--- config.mk ---
export PLATFORM = sky130hd
export DESIGN_NAME = i2cbr_gen
export DESIGN_NICKNAME = d
export VERILOG_FILES = /design/src/rtl/i2cbr_pkg.sv /design/src/rtl/i2cbr_limits.sv /design/src/rtl/i2cbr_seq.sv /design/src/rtl/i2cbr_gen.sv
export SDC_FILE = /design/constraint.sdc
export NUM_CORES = 1
export LEC_CHECK = 0
export BUFFER_PORTS_ARGS = -buffer_cell sky130_fd_sc_hd__buf_2
export CAP_MARGIN = 20
export CORE_ASPECT_RATIO = 1.75
export CORE_MARGIN = 2
export CORE_UTILIZATION = 62
export CTS_CLUSTER_SIZE = 24
export DETAILED_ROUTE_END_ITERATION = 7
export GPL_TIMING_DRIVEN = 0
export PLACE_DENSITY = 0.83
export SLEW_MARGIN = 20
export SYNTH_ARGS = -nofsm -noshare
export SYNTH_HDL_FRONTEND = slang
export SYNTH_SLANG_ARGS = --single-unit
export TNS_END_PERCENT = 100
--- constraint.sdc ---
create_clock -name clk -period 1.75 [get_ports clk]
set_input_delay 0.35 -clock clk [delete_from_list [all_inputs] [get_ports clk]]
set_output_delay 0.35 -clock clk [all_outputs]
set_load 0.005 [all_outputs]
--- src/rtl/i2cbr_pkg.sv ---
package i2cbr_pkg;

  // Speed mode codes as presented on speed_mode
  typedef enum logic [1:0] {
    SPD_STD   = 2'd0,
    SPD_FAST  = 2'd1,
    SPD_HS    = 2'd2,
    SPD_FPLUS = 2'd3
  } spd_e;

  // Clock generator phase
  typedef enum logic [1:0] {
    PH_IDLE = 2'd0,
    PH_LOW  = 2'd1,
    PH_HIGH = 2'd2
  } ph_e;

endpackage

--- src/rtl/i2cbr_limits.sv ---
module i2cbr_limits
  import i2cbr_pkg::*;
#(
  parameter int CNT_W = 16,
  parameter int LEN_W = CNT_W + 2
) (
  input  logic [1:0]       speed_mode,
  input  logic [CNT_W-1:0] baud_count,
  input  logic [CNT_W-1:0] setup_count,
  output logic [LEN_W-1:0] low_len,
  output logic [LEN_W-1:0] high_len
);

  logic [CNT_W-1:0] unit_w;
  logic             wide_low;
  logic [LEN_W-1:0] base_low;
  logic [LEN_W-1:0] setup_low;

  // zero base count would never reach its end value
  always_comb begin
    if (baud_count == '0) unit_w = CNT_W'(1);
    else                  unit_w = baud_count;
  end

  always_comb begin
    unique case (spd_e'(speed_mode))
      SPD_FAST, SPD_FPLUS: wide_low = 1'b1;
      SPD_STD, SPD_HS:     wide_low = 1'b0;
      default:             wide_low = 1'b0;
    endcase
  end

  always_comb begin
    if (wide_low) base_low = {1'b0, unit_w, 1'b0};
    else          base_low = {2'b00, unit_w};
    setup_low = {2'b00, setup_count} + LEN_W'(2);
    low_len   = (setup_low > base_low) ? setup_low : base_low;
    high_len  = {2'b00, unit_w};
  end

endmodule

--- src/rtl/i2cbr_seq.sv ---
module i2cbr_seq
  import i2cbr_pkg::*;
#(
  parameter int CNT_W = 16,
  parameter int LEN_W = CNT_W + 2
) (
  input  logic             clk,
  input  logic             rst_n,
  input  logic             en,
  input  logic             scl_in,
  input  logic [LEN_W-1:0] low_len,
  input  logic [LEN_W-1:0] high_len,
  input  logic [CNT_W-1:0] setup_count,
  output logic             pull_low,
  output logic             change_stb,
  output logic             sample_stb,
  output ph_e              phase
);

  ph_e              ph_q, ph_d;
  logic [LEN_W-1:0] cnt_q, cnt_d;
  logic             upd;
  logic             low_end;
  logic             high_end;

  assign low_end  = (cnt_q == (low_len - LEN_W'(1)));
  assign high_end = (cnt_q == (high_len - LEN_W'(1)));

  // next state
  always_comb begin
    ph_d  = ph_q;
    cnt_d = cnt_q;
    if (!en) begin
      ph_d  = PH_IDLE;
      cnt_d = '0;
    end else begin
      unique case (ph_q)
        PH_IDLE: begin
          ph_d  = PH_LOW;
          cnt_d = '0;
        end
        PH_LOW: begin
          if (low_end) begin
            ph_d  = PH_HIGH;
            cnt_d = '0;
          end else begin
            cnt_d = cnt_q + LEN_W'(1);
          end
        end
        PH_HIGH: begin
          if (scl_in) begin
            if (high_end) begin
              ph_d  = PH_LOW;
              cnt_d = '0;
            end else begin
              cnt_d = cnt_q + LEN_W'(1);
            end
          end
        end
        default: begin
          ph_d  = PH_IDLE;
          cnt_d = '0;
        end
      endcase
    end
  end

  assign upd = en || (ph_q != PH_IDLE);

  // state registers
  always_ff @(posedge clk or negedge rst_n) begin
    if (!rst_n) begin
      ph_q  <= PH_IDLE;
      cnt_q <= '0;
    end else if (upd) begin
      ph_q  <= ph_d;
      cnt_q <= cnt_d;
    end
  end

  assign pull_low   = (ph_q == PH_LOW);
  assign change_stb = (ph_q == PH_LOW) && (cnt_q == {2'b00, setup_count});
  assign sample_stb = (ph_q == PH_HIGH) && (cnt_q == '0) && scl_in;
  assign phase      = ph_q;

endmodule

--- src/rtl/i2cbr_gen.sv ---
module i2cbr_gen
  import i2cbr_pkg::*;
#(
  parameter int CNT_W       = 16,
  parameter int SYNC_STAGES = 2
) (
  input  logic             clk,
  input  logic             rst_n,
  input  logic             en,
  input  logic [1:0]       speed_mode,
  input  logic [CNT_W-1:0] baud_count,
  input  logic [CNT_W-1:0] setup_count,
  input  logic             scl_in,
  output logic             scl_pull_low,
  output logic             data_change,
  output logic             data_sample
);

  localparam int LEN_W = CNT_W + 2;

  logic [SYNC_STAGES-1:0] rst_pipe;
  logic                   rst_s_n;
  logic [LEN_W-1:0]       low_len;
  logic [LEN_W-1:0]       high_len;
  ph_e                    cur_phase;

  // reset release synchronizer
  generate
    if (SYNC_STAGES > 1) begin : g_sync
      always_ff @(posedge clk or negedge rst_n) begin
        if (!rst_n) rst_pipe <= '0;
        else        rst_pipe <= {rst_pipe[SYNC_STAGES-2:0], 1'b1};
      end
    end else begin : g_one
      always_ff @(posedge clk or negedge rst_n) begin
        if (!rst_n) rst_pipe <= '0;
        else        rst_pipe <= 1'b1;
      end
    end
  endgenerate

  assign rst_s_n = rst_pipe[SYNC_STAGES-1];

  i2cbr_limits #(
    .CNT_W (CNT_W),
    .LEN_W (LEN_W)
  ) u_limits (
    .speed_mode  (speed_mode),
    .baud_count  (baud_count),
    .setup_count (setup_count),
    .low_len     (low_len),
    .high_len    (high_len)
  );

  i2cbr_seq #(
    .CNT_W (CNT_W),
    .LEN_W (LEN_W)
  ) u_seq (
    .clk         (clk),
    .rst_n       (rst_s_n),
    .en          (en),
    .scl_in      (scl_in),
    .low_len     (low_len),
    .high_len    (high_len),
    .setup_count (setup_count),
    .pull_low    (scl_pull_low),
    .change_stb  (data_change),
    .sample_stb  (data_sample),
    .phase       (cur_phase)
  );

endmodule

== After elaboration in Yosys (flattened, before gate mapping) ==
Index checks and enable logic that the tools add are counted.

* Bits in registers: 22

* Add/subtract/negate cells: 4
* Magnitude comparators: 1
* Equality and inequality tests: 11
* Mux-type cells: 14
* Reduce and logical (&&, ||, !) cells: 13

{| class="wikitable"
|+ Operators by type and width
! cell !! number
|-
| 18-bit 2-to-1 mux || 5
|-
| 18-bit == test || 2
|-
| 18-bit case mux with 2 select lines || 1
|-
| 18-bit by 1-bit adder with 18-bit output (second input constant) || 1
|-
| 18-bit by 16-bit == test with 1-bit output || 1
|-
| 18-bit by 17-bit > comparator with 1-bit output || 1
|-
| 18-bit zero test || 1
|-
| 18-bit by 1-bit subtractor with 18-bit output (second input constant) || 1
|-
| 16-bit by 2-bit adder with 17-bit output (second input constant) || 1
|-
| 17-bit 2-to-1 mux || 1
|-
| 16-bit by 1-bit subtractor with 17-bit output (second input constant) || 1
|-
| 16-bit zero test || 1
|-
| 16-bit 2-to-1 mux || 1
|-
| 2-bit 2-to-1 mux || 4
|-
| 2-bit == test (second input constant) || 3
|-
| 3-bit by 2-bit != test with 1-bit output (second input constant) || 2
|-
| 2-bit case mux with 3 select lines || 1
|-
| 2-bit by 1-bit == test with 1-bit output (second input constant) || 2
|-
| 2-bit zero test || 2
|-
| 4-bit AND reduction || 1
|-
| 2-bit OR reduction || 2
|-
| 1-bit logical AND || 3
|-
| 3-bit != test (second input constant) || 1
|-
| 1-bit case mux with 2 select lines || 1
|-
| 3 further kinds || 3
|}

== Longest topological paths before layout ==
* Word-level depth: 11
* Gate-level depth with buffers: 29
* Depth with buffers taken out: 24

== Modules after synthesis ==
Synthesis repeated with hierarchy kept, for this count alone.

* Cells, all modules: 530
* Area, all modules: 3996.3 um^2

{| class="wikitable"
|+ By module, submodules not included
! module !! instances !! cells each !! area each (um^2)
|-
| i2cbr_seq || 1 || 364 || 2760.1
|-
| i2cbr_limits || 1 || 163 || 1182.4
|-
| i2cbr_gen || 1 || 3 || 53.8
|}

== Worst setup path after synthesis ==
Ideal clock, no wire load.

* Kind: input-to-reg
* Start: input setup_count[1]
* End: register u_seq.cnt_q[2]
* Setup time: 0.118 ns
* Data arrival time: 5.381 ns
* Required time: 1.632 ns
* Path slack: -3.749 ns
* Stages: 27
* Buffers on the path: 5
* Cell sequence: ha_1 -> buf_2 -> nand4_1 -> or4_1 -> xor2_1 -> inv_1 -> ha_1 -> nand4_1 -> nor3_1 -> a221oi_1 -> a31o_2 -> buf_2 -> buf_2 -> mux2i_1 -> ha_1 -> and3_1 -> nand2_1 -> xnor2_1 -> or3_1 -> nand2_1 -> or4_4 -> a2111oi_4 -> a21o_1 -> buf_6 -> buf_8 -> o21bai_2 -> a21o_1

* Word-level cells in the longest chain between the ends: 8

{| class="wikitable"
|+ RTL lines
! what !! RTL line !! RTL
|-
| from (decl) || i2cbr_gen.sv:12 || <nowiki>input logic [CNT_W-1:0] setup_count,</nowiki>
|-
| 16-bit by 2-bit adder with 17-bit output * || i2cbr_limits.sv:36 || <nowiki>setup_low = {2'b00, setup_count} + LEN_W'(2);</nowiki>
|-
| 18-bit by 17-bit > comparator with 1-bit output || i2cbr_limits.sv:37 || <nowiki>low_len = (setup_low > base_low) ? setup_low : base_low;</nowiki>
|-
| 18-bit 2-to-1 mux * || i2cbr_limits.sv:37 ||
|-
| 18-bit by 1-bit subtractor with 18-bit output * || i2cbr_seq.sv:26 || <nowiki>assign low_end = (cnt_q == (low_len - LEN_W'(1)));</nowiki>
|-
| 18-bit == test * || i2cbr_seq.sv:26 ||
|-
| 18-bit 2-to-1 mux * || i2cbr_seq.sv:43 || <nowiki>if (low_end) begin</nowiki>
|-
| 18-bit case mux with 2 select lines * || i2cbr_seq.sv:37 || <nowiki>unique case (ph_q)</nowiki>
|-
| 18-bit 2-to-1 mux * || i2cbr_seq.sv:33 || <nowiki>if (!en) begin</nowiki>
|-
| to (signal assigned) || i2cbr_seq.sv:77 || <nowiki>cnt_q <= cnt_d;</nowiki>
|-
| to (decl) || i2cbr_seq.sv:21 || <nowiki>logic [LEN_W-1:0] cnt_q, cnt_d;</nowiki>
|}

Mark *: on every way between the ends. The rest lies on a longest branch, timed or not.
A chain may end at the register's enable or synchronous reset.

== Worst setup path in the final report ==
* Start: input setup_count[1]
* End: register u_seq.cnt_q[15]

Same word-level chain as after synthesis.

==> summary.txt <==
Place
  • Post-detail-place hpwl: 10920 um
  • I/O Buffers: 30
  • Inst Count DP: 693
  • Placed cell areas: 0.004677 mm^2
  • Placer Congestion: 0.9658

GRT
  • Vias in the first global route: 5136
  • Global-route wire length before repair: 25830 um
  • Largest net degree at the start of global routing: 21
  • Gr usage total: 44.48%
  • Total congestion overflow: 0
  • Initial antenna violation count: 1

Pwr
  • Pwr dens: 473.9 mW/mm^2
  • Net Sw Frac: 42.37%
  • Pint: 1499 uW
  • VDD IR-drop max: 0.7029 mV
  • Share of power burned in registers: 21.9%
  • Pwr Total: 2602 uW
  • Static Leak: 0.002351 uW
  • Switching pwr: 1102 uW
  • Clock share of power: 18.4%
  • Combinational fraction of design power: 59.7%

Clocking
  • Deepest clock path buffer count: 2
  • CTS Sinks: 22
  • Number of H-tree levels: 1
  • CTS tree: done
  • Cts bufs inserted: 3
  • Clock slew seen by the registers of the worst setup and hold paths: 0.05 ns
  • Root Driver: clkbuf_16
  • Clk_lat worst skew: 0.26 ns

Route
  • WL/cell: 22.48 um
  • Antenna viol nets, final: 0
  • DR pass1 iterations: 6
  • Vias per inst: 6.932
  • Initial drt markers: 516
  • Drt total wl: 16570 um
  • Final routed DRC violation total: 0
  • Routed vias: 5109

STA
  • Final min period: 5.769 ns
  • Final setup viols: 22
  • Max-slew violations: 0
  • Final setup margin: -4.019 ns
  • Worst-Margin Slew: 0.8393 ns
  • Slew headroom: 44.04%
  • Fmax: 173.3 MHz
  • Final-report hold violation count: 0
  • Period utilization: 329.6%
  • Clk_skew: 0.001423 ns
  • RSZ-0062 raised after global routing: yes

Die
  • I/O pins: 41
  • Initial core utilization: 63.25%
  • Site row count: 40
  • Die H: 114.2 um
  • Core area: 0.006807 mm^2
  • Die Wd: 66.99 um
  • Die Area: 0.007653 mm^2

Synthesis
  • Synth warn: 0
  • Synth Cell Area: 0.004305 mm^2
  • #FFs+latches synth: 22
  • Seq/Total Area, Yosys: 12.79%
  • Unique cell type count in the Yosys netlist: 74
  • Ys async rst share: 100.0%
  • Cells after Synth: 579
  • Number of synthesized flops with an enable pin: 0
  • Avg Cell Area, Syn: 7.436 um^2
  • Main flop type after synthesis: dfrtp_1
  • Synth area leader: dfrtp_1
  • Post-Syn Nets: 643
  • Commonest cells post-synth: xnor2_1, nand2_1, nor2_1
  • Area contributors post-synth: dfrtp_1, xnor2_1, ha_1
  • Top cell type's share of synthesized area: 12.79%
  • Most numerous cell in the Yosys netlist: xnor2_1

Critical path
  • Slowest CP cell: or4_4
  • FF-to-FF setup slack: -1.69 ns
  • CP Data Arrival Time: 5.91 ns
  • CP max FO: 6
  • Setup crit start kind: input pin
  • Critical path required time: 1.90 ns
  • Critical path type: in -> reg
  • CP max stage delay: 0.63 ns
  • Critical path capture point type: register

Min path
  • Worst Hold Class: reg -> async

Layout
  • Syn-to-layout area delta: 27.52%
  • Final instance area: 0.005490 mm^2
  • Final cell count without fillers: 737
  • Proportion of layout cells with a drive suffix above 1: 30.98%
  • # nets final: 718
  • Fillers: 452

Job
  • Max Cap Violations: 0

Run status
  • Status: finished with violations
  • Violated checks: setup timing
## state kept, by name, summed over array words and instances (netlist names)
name	cells
rst_pipe	2
u_seq.phase	2
u_seq.cnt_q	18
## worst paths after layout
check                                       end  cells after the start             from
worst max register to register  u_seq.cnt_q[15]                     14  u_seq.cnt_q[14]
min in group clk                    rst_pipe[1]                      0      rst_pipe[0]
max in group asynchronous       u_seq.cnt_q[10]                      0      rst_pipe[1]
worst min register to register   u_seq.cnt_q[3]                      0      rst_pipe[1]
worst min-delay path             u_seq.cnt_q[3]                      0      rst_pipe[1]
worst max-delay path            u_seq.cnt_q[15]                     29   setup_count[1]
## through the flow
stage	setup TNS [ns]	utilization [%]	worst slack (ns)	hold slack, ns
final	-79.91	80.66	-4.019	0.3461
after global routing	-83.54	80.66	-4.205	0.3768
after CTS	-72.74	78.20	-3.691	0.3651
after detailed placement	-97.71	68.71	-4.920	0.1371
after global placement	-96.76	68.71	-4.878	0.1343
after floorplan	-68.63	-	-3.492	0.05441
## power groups by stage
| stage | Sequential [uW] | Clock, uW | Combinational, uW |
|---|---|---|---|
| final | 570 | 479 | 1550 |
| after CTS | 568 | 487 | 1420 |
| after global routing | 577 | 497 | 1660 |
| after global placement | 564 | 0 | 1190 |
| after floorplan | 560 | 0 | 892 |
| after detailed placement | 566 | 0 | 1220 |
## routing by layer
layer / track usage (%) / wire, um
met4: 38.50 / 1438
met3: 13.08 / 1287
met1: 44.22 / 5480
met2: 73.00 / 8362
met5: 0 / 0
## kinds of logic after synthesis
logic type / after synthesis / synth area share [%]
and+or+nand+nor: 234 / 29.56
DFF: 22 / 12.79
adders and majority gates: 26 / 7.556
xor gates and xnor gates: 75 / 15.26
muxes: 28 / 6.626
buffers and inverters: 68 / 6.945
AOI/OAI and AO/OA: 125 / 21.19
other: 1 / 0.08710
## critical path: cells and delay by family
family                   cells  cell delay, ns
adder cells (fa/ha/maj)      3            0.70
multiplexers                 1            0.22
AND/OR/NAND/NOR              9            2.27
AO/OA/AOI/OAI                6            1.04
XOR/XNOR                     2            0.36
buffers and inverters        8            0.99
## cells in the final DEF, fill, tap and decap left out, types with 7 or more instances in the layout
cell     synthesis  routed
xnor2_1         55      52
buf_4            0      48
nand2_1         45      44
buf_2           14      38
nor2_1          35      31
inv_1           29      28
nand3_1         26      23
ha_1            26      22
nor3_1          28      21
mux2i_1         24      20
and3_1          24      20
a21oi_1         26      20
xor2_1          20      19
nand4_1         16      16
a21o_1          14      14
o21ai_0         17      11
dfrtp_1         22      11
dfrtp_2          0      11
nor3_2           1       8
nor2b_1          8       7
a211o_1          7       7
## final cells by class
type                    instances  area (um^2)  area share [%]
clock buffers                   3        75.07           1.367
inverters                      29        108.9           1.983
flip-flops and latches         22        564.3           10.28
multi-input cells             489         3826           69.69
diodes                          1        2.502         0.04558
repair buffers                 83        619.3           11.28
plain buffers                  26        188.9           3.441
well taps                      84        105.1           1.914
## timing repair
action | CTS | global route
hold buffers | 1 | 0
buffers inserted | 41 | 12
gates resized for setup | 70 | 29
hold endpoints to repair | 2 | 0
gates cloned | 1 | 0
setup endpoints to repair | 22 | 22
pin swaps | 31 | 16
Power figures use the tool's default switching activity.
